**config.mk**
```make
export PLATFORM = sky130hd
export DESIGN_NAME = sec_trim_unit
export DESIGN_NICKNAME = d
export VERILOG_FILES = /design/src/rtl/sec_trim_pkg.sv /design/src/rtl/sec_trim_cfg.sv /design/src/rtl/sec_trim_period.sv /design/src/rtl/sec_trim_pulse.sv /design/src/rtl/sec_trim_unit.sv
export SDC_FILE = /design/constraint.sdc
export NUM_CORES = 1
export LEC_CHECK = 0
export ABC_AREA = 1
export BUFFER_PORTS_ARGS = -buffer_cell sky130_fd_sc_hd__buf_2
export CORE_ASPECT_RATIO = 1.5
export CORE_MARGIN = 2
export CORE_UTILIZATION = 55
export DETAILED_ROUTE_END_ITERATION = 12
export PLACE_DENSITY_LB_ADDON = 0.12
export SLEW_MARGIN = 20
export SYNTH_ARGS = -nofsm -noshare
export SYNTH_HDL_FRONTEND = slang
export SYNTH_SLANG_ARGS = --single-unit
export TNS_END_PERCENT = 100
```
**constraint.sdc**
```tcl
create_clock -name clk -period 3.4 [get_ports clk]
set_input_delay 0.68 -clock clk [delete_from_list [all_inputs] [get_ports clk]]
set_output_delay 0.68 -clock clk [all_outputs]
set_load 0.005 [all_outputs]
```
**src/rtl/sec_trim_pkg.sv**
```systemverilog
package sec_trim_pkg;

    // Correction mode codes held in the configuration word
    typedef enum logic [1:0] {
        TRIM_NONE0 = 2'd0,
        TRIM_NONE1 = 2'd1,
        TRIM_DROP  = 2'd2,
        TRIM_ADD   = 2'd3
    } trim_mode_e;

    // A correction applies only when enabled and the mode is drop or add
    function automatic logic trim_applies(input logic enable, input trim_mode_e mode);
        return enable && (mode == TRIM_DROP || mode == TRIM_ADD);
    endfunction

endpackage

```
**src/rtl/sec_trim_cfg.sv**
```systemverilog
module sec_trim_cfg
    import sec_trim_pkg::*;
#(
    parameter int MATCH_W = 19,
    parameter int REG_W   = 32
) (
    input  logic               clk,
    input  logic               rst_n,
    input  logic               cfg_wr,
    input  logic [REG_W-1:0]   cfg_data,
    output logic               active,
    output logic               drop_en,
    output logic               add_en,
    output logic [MATCH_W-1:0] match
);
    localparam int MODE_LSB = MATCH_W;
    localparam int EN_BIT   = MATCH_W + 4;
    localparam logic [REG_W-1:0] USED_MASK =
        ({{(REG_W-1){1'b0}}, 1'b1} << EN_BIT) |
        ({{(REG_W-2){1'b0}}, 2'b11} << MODE_LSB) |
        {{(REG_W-MATCH_W){1'b0}}, {MATCH_W{1'b1}}};

    typedef struct packed {
        logic               enable;
        trim_mode_e         mode;
        logic [MATCH_W-1:0] period;
    } cfg_t;

    cfg_t cfg_q, cfg_d;
    logic [REG_W-1:0] unused_bits;

    assign unused_bits = cfg_data & ~USED_MASK;

    always_comb begin
        cfg_d = cfg_q;
        if (cfg_wr) begin
            cfg_d.enable = cfg_data[EN_BIT];
            cfg_d.mode   = trim_mode_e'(cfg_data[MODE_LSB+1:MODE_LSB]);
            cfg_d.period = cfg_data[MATCH_W-1:0];
        end
    end

    always_ff @(posedge clk or negedge rst_n) begin
        if (!rst_n) cfg_q <= '0;
        else        cfg_q <= cfg_d;
    end

    assign active  = trim_applies(cfg_q.enable, cfg_q.mode);
    assign drop_en = active && (cfg_q.mode == TRIM_DROP);
    assign add_en  = active && (cfg_q.mode == TRIM_ADD);
    assign match   = cfg_q.period;

    // a write lands the period field in the register on the next edge
    p_period_load_r1: assert property (@(posedge clk) disable iff (!rst_n)
        cfg_wr |=> (match == $past(cfg_data[MATCH_W-1:0])));

    // low mode codes never enable a correction
    p_low_mode_idle_r4: assert property (@(posedge clk) disable iff (!rst_n)
        (cfg_wr && !cfg_data[MODE_LSB+1]) |=> !active);

endmodule

```
**src/rtl/sec_trim_period.sv**
```systemverilog
module sec_trim_period #(
    parameter int MATCH_W = 19
) (
    input  logic               clk,
    input  logic               rst_n,
    input  logic               tick_in,
    input  logic               cfg_wr,
    input  logic               active,
    input  logic [MATCH_W-1:0] match,
    output logic               fire
);
    typedef struct packed {
        logic [MATCH_W-1:0] cnt;
    } ctr_t;

    ctr_t st_q, st_d;
    logic last_of_period;

    assign last_of_period = (st_q.cnt == match);
    assign fire = tick_in && active && !cfg_wr && last_of_period;

    always_comb begin
        st_d = st_q;
        if (cfg_wr || !active) begin
            st_d.cnt = '0;
        end else if (tick_in) begin
            if (last_of_period) st_d.cnt = '0;
            else                st_d.cnt = st_q.cnt + 1'b1;
        end
    end

    always_ff @(posedge clk or negedge rst_n) begin
        if (!rst_n) st_q <= '0;
        else        st_q <= st_d;
    end

    // any configuration write restarts the period
    p_write_restart_r7: assert property (@(posedge clk) disable iff (!rst_n)
        cfg_wr |=> (st_q.cnt == '0));

    // the count never passes the programmed period while correcting
    p_cnt_bound_r5: assert property (@(posedge clk) disable iff (!rst_n)
        active |-> (st_q.cnt <= match));

endmodule

```
**src/rtl/sec_trim_pulse.sv**
```systemverilog
module sec_trim_pulse (
    input  logic clk,
    input  logic rst_n,
    input  logic tick_in,
    input  logic fire,
    input  logic drop_en,
    input  logic add_en,
    output logic tick_out
);
    typedef struct packed {
        logic out;
        logic extra;
    } pls_t;

    pls_t st_q, st_d;

    always_comb begin
        st_d.out   = (tick_in && !(fire && drop_en)) || st_q.extra;
        st_d.extra = tick_in && fire && add_en;
    end

    always_ff @(posedge clk or negedge rst_n) begin
        if (!rst_n) st_q <= '0;
        else        st_q <= st_d;
    end

    assign tick_out = st_q.out;

    // an uncorrected tick appears one cycle later
    p_pass_r2: assert property (@(posedge clk) disable iff (!rst_n)
        (tick_in && !fire) |=> tick_out);

    // a dropped tick leaves the output low
    p_drop_r5: assert property (@(posedge clk) disable iff (!rst_n)
        (tick_in && fire && drop_en) |=> !tick_out);

    // an added tick shows two cycles after the input tick
    p_add_r6: assert property (@(posedge clk) disable iff (!rst_n)
        (tick_in && fire && add_en) |-> ##2 tick_out);

    // input ticks must leave a free cycle for the added pulse
    p_tick_gap_r6: assert property (@(posedge clk) disable iff (!rst_n)
        tick_in |=> !tick_in);

endmodule

```
**src/rtl/sec_trim_unit.sv**
```systemverilog
module sec_trim_unit #(
    parameter int MATCH_W = 19,
    parameter int REG_W   = 32
) (
    input  logic             clk,
    input  logic             rst_n,
    input  logic             cfg_wr,
    input  logic [REG_W-1:0] cfg_data,
    input  logic             tick_in,
    output logic             tick_out
);
    logic               active;
    logic               drop_en;
    logic               add_en;
    logic               fire;
    logic [MATCH_W-1:0] match;

    sec_trim_cfg #(.MATCH_W(MATCH_W), .REG_W(REG_W)) u_cfg (
        .clk      (clk),
        .rst_n    (rst_n),
        .cfg_wr   (cfg_wr),
        .cfg_data (cfg_data),
        .active   (active),
        .drop_en  (drop_en),
        .add_en   (add_en),
        .match    (match)
    );

    sec_trim_period #(.MATCH_W(MATCH_W)) u_period (
        .clk     (clk),
        .rst_n   (rst_n),
        .tick_in (tick_in),
        .cfg_wr  (cfg_wr),
        .active  (active),
        .match   (match),
        .fire    (fire)
    );

    sec_trim_pulse u_pulse (
        .clk      (clk),
        .rst_n    (rst_n),
        .tick_in  (tick_in),
        .fire     (fire),
        .drop_en  (drop_en),
        .add_en   (add_en),
        .tick_out (tick_out)
    );

    // output is quiet straight after reset
    p_reset_quiet_r9: assert property (@(posedge clk) disable iff (!rst_n)
        $rose(rst_n) |-> !tick_out);

endmodule

```
* Yosys cells after proc, flatten, opt, wreduce, memory -nomap -nowiden *
Cells that the tools add are included.

storage, ports and cells
  register bits after elaboration = 43
  bits of input ports = 36
  output and inout bits = 1

cells by class
  add/subtract/negate cells = 1
  eq/ne operators = 3
  mux-type cells = 3
  reductions and logical operators = 17

operators with widths
  cell                                            number
  2-to-1 mux 19 bit                               3
  adder 19 x 1 -> 19 bit (second input constant)  1
  equality test 19 bit                            1
  logical AND 1 bit                               10
  equality test 2 bit (second input constant)     2
  zero test 1 bit                                 3
  logical OR 1 bit                                3
  nonzero test 2 bit                              1

* Longest topological paths before layout *
Gate-level depths: netlist of the first run.

  depth after elaboration = 10
  mapped depth = 10
  mapped depth without buffers = 10

* Modules after synthesis *
From an unflattened synthesis of the first run, not the netlist that was laid out.

unflattened totals
  cell total of the unflattened synthesis = 390
  area total of the unflattened synthesis = 2713.9 µm²

modules (own cells, without submodules)
  module           times used  cells an instance  area an instance (µm²)  seq. area each (µm²)
  sec_trim_period  1           264                1634.1                  475.5
  sec_trim_cfg     1           117                1001.0                  550.5
  sec_trim_pulse   1           9                  78.8                    50.0

* Worst setup path before layout of the first run *
Ideal clock, no wire load.

  path type = input-to-reg
  start = in cfg_wr
  end = reg u_period.st_q[0] (netlist bit)
  data arrival time = 1.560 ns
  required time = 3.324 ns
  setup slack = 1.764 ns
  stages on the path = 5
  path buffers = 2
  cell sequence = buf_2 nor3_2 buf_4 nand2_1 o21ai_1

on the way
  longest elaborated chain between the ends = 2
  elaborated cells between the ends (all ways) = 3

RTL lines
  what                                                     RTL line               text
  start: declaration                                       sec_trim_unit.sv:7     input logic cfg_wr,
  logical OR 1 bit *                                       sec_trim_period.sv:24  if (cfg_wr || !active) begin
  2-to-1 mux 19 bit or nonzero test 2 bit (tied branches)  -
  end signal: assignment                                   sec_trim_period.sv:34  else st_q <= st_d;
  end: declaration                                         sec_trim_period.sv:16  ctr_t st_q, st_d;

Every way passes the cells marked *; elsewhere a longest branch is shown, timed or not.
A chain may end at the register's enable or synchronous reset.

* Worst setup path after layout of the first run *
  start = reg u_period.st_q[15] (netlist bit)
  end = reg u_period.st_q[8] (netlist bit)

on the way
  longest elaborated chain between the ends = 4

RTL lines
  what                  RTL line               text
  equality test 19 bit  sec_trim_period.sv:19  assign last_of_period = (st_q.cnt == match);
  2-to-1 mux 19 bit     sec_trim_period.sv:27  if (last_of_period) st_d.cnt = '0;
  2-to-1 mux 19 bit     sec_trim_period.sv:26  end else if (tick_in) begin
  2-to-1 mux 19 bit     sec_trim_period.sv:24

Every way passes these cells. The select of a mux whose other input is x is not followed.

==> results of run 1 <==
[final timing paths]
path | slack, ns | endpoint | startpoint | depth (start not counted)
worst max-delay path | 1.50 | u_period.st_q[8]$_DFFE_PN0P_ | u_period.st_q[15]$_DFFE_PN0P_ | 8
worst min register to register | 0.43 | u_pulse.tick_out$_DFF_PN0_ | u_pulse.st_q[0]$_DFF_PN0_ | 2
min in group asynchronous | 0.52 | u_cfg.match[11]$_DFFE_PN0P_ | rst_n | 1
max in group asynchronous | 2.29 | u_cfg.match[13]$_DFFE_PN0P_ | rst_n | 1
worst max register to register | 1.50 | u_period.st_q[8]$_DFFE_PN0P_ | u_period.st_q[15]$_DFFE_PN0P_ | 8
worst min-delay path | 0.43 | u_pulse.tick_out$_DFF_PN0_ | u_pulse.st_q[0]$_DFF_PN0_ | 2
[cells by family (layout without fill, tap and decap cells)]
logic type                 after synthesis  count (layout)  synth area share
DFF                                     43              43             0.458
buffers and inverters                   41              67            0.0745
adders and majority gates                1               1           0.00532
AOI/OAI and AO/OA                       33              33            0.0894
and+or+nand+nor                        174             174             0.302
xor gates and xnor gates                19              19            0.0708
[power by group]
| group | total (W) | internal (W) | switching (W) |
|---|---|---|---|
| Clock | 0.000382 | 0.000215 | 0.000166 |
| Combinational | 0.0000928 | 0.0000354 | 0.0000574 |
| Sequential | 0.000550 | 0.000535 | 0.0000147 |
| Total | 0.00102 | 0.000786 | 0.000239 |
[synthesized netlist by cell type (3+ instances only)]
master / n / share of area
nand2_1: 132 / 0.21
dfrtp_1: 43 / 0.46
inv_1: 30 / 0.048
o21ai_0: 21 / 0.045
nor2_1: 18 / 0.029
xor2_1: 10 / 0.037
nand3_1: 9 / 0.019
o21ai_2: 9 / 0.034
xnor2_1: 9 / 0.034
nand4_1: 4 / 0.011
nor2_2: 3 / 0.0080
nor3_1: 3 / 0.0064
[area by class of cell]
type | instances | share of cell area
multi-input cells | 227 | 0.423
flip-flops and latches | 43 | 0.414
repair buffers | 27 | 0.0530
inverters | 33 | 0.0477
clock buffers | 6 | 0.0279
well taps | 46 | 0.0222
clock inverters | 1 | 0.0116
[state kept, by name (all words and copies together) (netlist names)]
register,count
u_cfg.match,19
u_pulse.tick_out,1
u_cfg.cfg_q,3
u_period.st_q,19
u_pulse.st_q,1
[worst max-delay path, stage by stage, from the launching register on]
cell	delay, ns
dfrtp_1	0.45
inv_1	0.11
nand2_1	0.06
nand2_1	0.06
nand2_1	0.05
nor2_1	0.15
nand3_1	0.17
o21ai_4	0.52
o21ai_0	0.18
[per-layer routing]
layer  routed length (um)  vias to the layer above  track usage  part of all wire
li1                     -                     1005            -                 -
met1                 2000                      908        0.269              0.42
met2                 2560                       25        0.385              0.54
met3                  133                        6       0.0450             0.028
met4                   68                        0       0.0655             0.014
met5                    0                        -            0                 0
[per-stage QoR]
stage / setup slack, ns / utilization / cell area [sq um] / instances / power [W]
3_5_place_dp: 1.32 / 0.598 / 2490 / 376 / 0.000655
3_3_place_gp: 1.39 / 0.598 / 2490 / 376 / 0.000652
2_1_floorplan: 1.76 / - / 2350 / 311 / 0.000614
5_1_grt: 1.33 / 0.622 / 2600 / 383 / 0.00107
6_report: 1.50 / 0.622 / 2600 / 383 / 0.00102
4_1_cts: 1.45 / 0.622 / 2600 / 383 / 0.00104
==> flow_metrics.tcl, run 1 <==
set metrics [dict create \
    fmax_mhz 525 \
    drc_errors 0 \
    path_class "flop to flop" \
    grt_start_max_net_pins 44 \
    finalSetupViolations 0 \
    grt_antenna_before_repair 0 \
    critPathLaunchType "flop" \
    fp.coreArea_sq_um 4170 \
    portBuffers 26 \
    cts_resized 0 \
    insertion_delay_ns 0.29 \
    leakagePower_nw 1.25 \
    synth_edf_count 0 \
    async_reset_ff_frac 1.00 \
    cp_max_fo 16 \
    status "finished clean" \
    avgSynthCellArea_sq_um 7.56 \
    seq_area_frac_synth 0.458 \
    final_common_cell "nand2_1" \
    whs_ns 0.435 \
    h-tree-depth 2 \
    cts_sinks 43 \
    layout_common_cells "nand2_1, dfrtp_1, inv_1" \
    finalWorstPathRequiredPeriod_ns 1.90 \
    grt_pass1_vias 1878 \
    finClkSkew_ns 0.00757 \
    drt_wl_total_um 4760 \
    ys_types 26 \
    hold_path_class "flop to flop" \
    tightest_slew_ns 0.936 \
    wl_per_cell_um 12.4 \
    multiInputGateArea_sq_um 1100 \
    gp_congestion 0.823 \
    ant_nets 0 \
    cap_viol_max_count 0 \
    die-area_sq_um 4820 \
    cts_max_path_buffers 2 \
    die_w_um 57.4 \
    nNetsFinal 374 \
    postCtsSetupRepairBufs 0 \
    row_count 29 \
    setup_tns_ns 0 \
    via_per_inst 5.08 \
    power_density_nw_per_um2 394 \
    yosys_register_bits 43 \
    drv_slew 0 \
    io_pins 37 \
    cts-hold-fix-buffers 0 \
    syn-num-nets 348 \
    track_usage 0.221 \
    layout-drive-gt1-share 0.157 \
    initial_utilization 0.563 \
    synth_ff_type "dfrtp_1" \
    area_delta_synth_final_pct 10.5 \
    drt-initial-drc-count 80 \
    cts_tree "done" \
    netlist_area_sq_um 2350 \
    ir_drop_uv 359 \
    cts.clk_slew.worst_paths_ns 0.08 \
    arrival_ns 2.05 \
    cts-root-buf "clkbuf_8" \
    grt_pass1_wl_um 8350 \
    die_height_um 84.1 \
    dpl.hpwl_um 3460 \
    critical_path_required_ns 3.55 \
    yosysWarnings 0 \
    seq_area_sq_um 1080 \
    relSlewSlack 0.376 \
    finalCritPeriodShare 0.560 \
    rsz0062_at_grt "false" \
    worst_setup_path_end_kind "flop" \
    cts_buffers 5 \
    hold_violations 0 \
    synth_cells 311 \
    overflow 0 \
    firstDrtPassIters 4 \
    fillers 400 \
    via_count 1944 \
    diodes 0 \
]
(Power assumes the default switching activity.)
==> run 2, diff against run 1 <==
- clock period: 3.4 -> 2 ns (I/O delays scaled with it)
==> run 2 against run 1 <==
Against the previous run: clock power is 36% higher; critical path depth unchanged; clock skew is 0.0035 ns lower; cell count is 1.0% higher; sequential share of layout area decreased by 0.22 points; sequential cell count unchanged; critical path type unchanged; largest power group unchanged.
==> flow_metrics.tcl, run 2 (synthesis gave the netlist of run 1 again) <==
set metrics [dict create \
    crit_chain "ha_1, nand2_1, nor2_2, nand2_1, nor2_2, nand3_1, xor2_1, o21ai_2" \
    status "finished clean" \
    grt_antenna_before_repair 0 \
    gp_congestion 0.801 \
    insertion_delay_ns 0.29 \
    slowest_stage "dfrtp_1" \
    wl_per_cell_um 11.9 \
    arrival_ns 1.89 \
    die-area_sq_um 4820 \
    critPathLaunchType "flop" \
    place_area_sq_um 2530 \
    via_per_inst 4.89 \
    cts_resized 0 \
    ir_drop_uv 565 \
    setup_tns_ns 0 \
    rsz0062_at_grt "false" \
    die_height_um 84.1 \
    tightest_slew_ns 0.545 \
    critical_path_required_ns 2.18 \
    p_int_w 0.00122 \
    fillers 396 \
    reg2reg_slack_ns 0.29 \
    overflow 0 \
    area_delta_synth_final_pct 11.1 \
    drc_errors 0 \
    diodes 0 \
    finalWorstPathRequiredPeriod_ns 1.71 \
    reg2regPathDepth 8 \
    path_class "flop to flop" \
    fmax_mhz 586 \
    finalSetupViolations 0 \
    cap_viol_max_count 0 \
    nNetsFinal 377 \
    power_switching_share 0.247 \
    worst_setup_path_end_kind "flop" \
    cp_max_fo 8 \
    cts_sinks 43 \
    cts_max_path_buffers 2 \
    cts_buffers 5 \
    postCtsSetupRepairBufs 0 \
    via_count 1894 \
    grt_pass1_vias 1880 \
    layout_common_cells "nand2_1, dfrtp_1, inv_1" \
    fp.coreArea_sq_um 4170 \
    grt_start_max_net_pins 44 \
    cts_tree "done" \
    grt_pass1_wl_um 8260 \
    leakagePower_nw 1.27 \
    pwr-share-seq 0.577 \
    drt_wl_total_um 4600 \
    die_w_um 57.4 \
    portBuffers 26 \
    finClkSkew_ns 0.00411 \
    hold_violations 0 \
    power_switching_w 0.000400 \
    track_usage 0.222 \
    crit_path_max_incr_delay_ns 0.50 \
    ant_nets 0 \
    drv_slew 0 \
    io_pins 37 \
    cts.clk_slew.worst_paths_ns 0.08 \
    drt-initial-drc-count 72 \
    clockPowerShare 0.322 \
    relSlewSlack 0.637 \
    power_density_nw_per_um2 620 \
    row_count 29 \
    cts-hold-fix-buffers 0 \
    cts-root-buf "clkbuf_8" \
    hold_path_class "input port to async pin" \
    combinationalPowerShare 0.101 \
    finalCritPeriodShare 0.853 \
    firstDrtPassIters 4 \
    initial_utilization 0.563 \
    layout-drive-gt1-share 0.164 \
    fin_area_sq_um 2610 \
    dpl.hpwl_um 3460 \
    h-tree-depth 2 \
    final_common_cell "nand2_1" \
    timing.rr.end "u_period.st_q[18]$_DFFE_PN0P_" \
    timing.rr.start "u_period.st_q[0]$_DFFE_PN0P_" \
]
run 2: cell types whose count changed in the layout (fill, tap and decap cells not counted):
| cell | change |
|---|---|
| buf_4 | +2 |
| buf_12 | +1 |
| bufinv_16 | -1 |
| clkbuf_1 | +1 |
| clkinv_2 | +1 |
run 2: area by class of cell:
class,instances,area (sq um),share of cell area
inverters,33,124,0.0474
clock inverters,1,5.00,0.00192
multi-input cells,227,1100,0.421
clock buffers,7,76.3,0.0292
well taps,46,57.6,0.0220
flip-flops and latches,43,1080,0.412
repair buffers,30,173,0.0661
run 2: worst max-delay path: cells and delay by family (launching register included):
kind	cells	cell delay, ns
compound gates	1	0.07
flops	1	0.50
fa+ha+maj	1	0.23
simple gates	5	0.62
xor+xnor	1	0.18
run 2: worst max path at each step:
stage / from / endpoint / slack (ns) / cells past startpoint
3_3_place_gp: u_period.st_q[0]$_DFFE_PN0P_ / u_period.st_q[18]$_DFFE_PN0P_ / 0.33 / 8
4_1_cts: u_period.st_q[0]$_DFFE_PN0P_ / u_period.st_q[18]$_DFFE_PN0P_ / 0.29 / 8
2_1_floorplan: u_period.st_q[0]$_DFFE_PN0P_ / u_period.st_q[18]$_DFFE_PN0P_ / 0.54 / 8
3_5_place_dp: u_period.st_q[0]$_DFFE_PN0P_ / u_period.st_q[18]$_DFFE_PN0P_ / 0.30 / 8
6_report: u_period.st_q[0]$_DFFE_PN0P_ / u_period.st_q[18]$_DFFE_PN0P_ / 0.29 / 8
5_1_grt: u_period.st_q[0]$_DFFE_PN0P_ / u_period.st_q[18]$_DFFE_PN0P_ / 0.07 / 8
run 2: power by group through the flow:
stage          combinational, W  sequential [W]  clock, W
6_report               0.000164        0.000935  0.000521
5_1_grt                0.000192        0.000940  0.000561
4_1_cts                0.000167        0.000935  0.000536
3_5_place_dp           0.000166        0.000952         0
3_3_place_gp           0.000163        0.000951         0
2_1_floorplan         0.0000977        0.000946         0
run 2: metrics by stage:
stage | hold WS, ns | instances | total power (W) | utilization | worst slack, ns
global route | 0.227 | 387 | 0.00169 | 0.626 | 0.0745
floorplan | 0.104 | 311 | 0.00104 | - | 0.540
finish | 0.172 | 387 | 0.00162 | 0.626 | 0.294
CTS | 0.191 | 387 | 0.00164 | 0.626 | 0.287
global placement | 0.416 | 379 | 0.00111 | 0.606 | 0.325
detailed placement | 0.423 | 379 | 0.00112 | 0.606 | 0.301
run 2: metal layers:
layer  global-route usage  share of wire
met4               0.0846          0.019
met5                    0              0
met3               0.0372          0.022
met2                0.390           0.52
met1                0.264           0.44
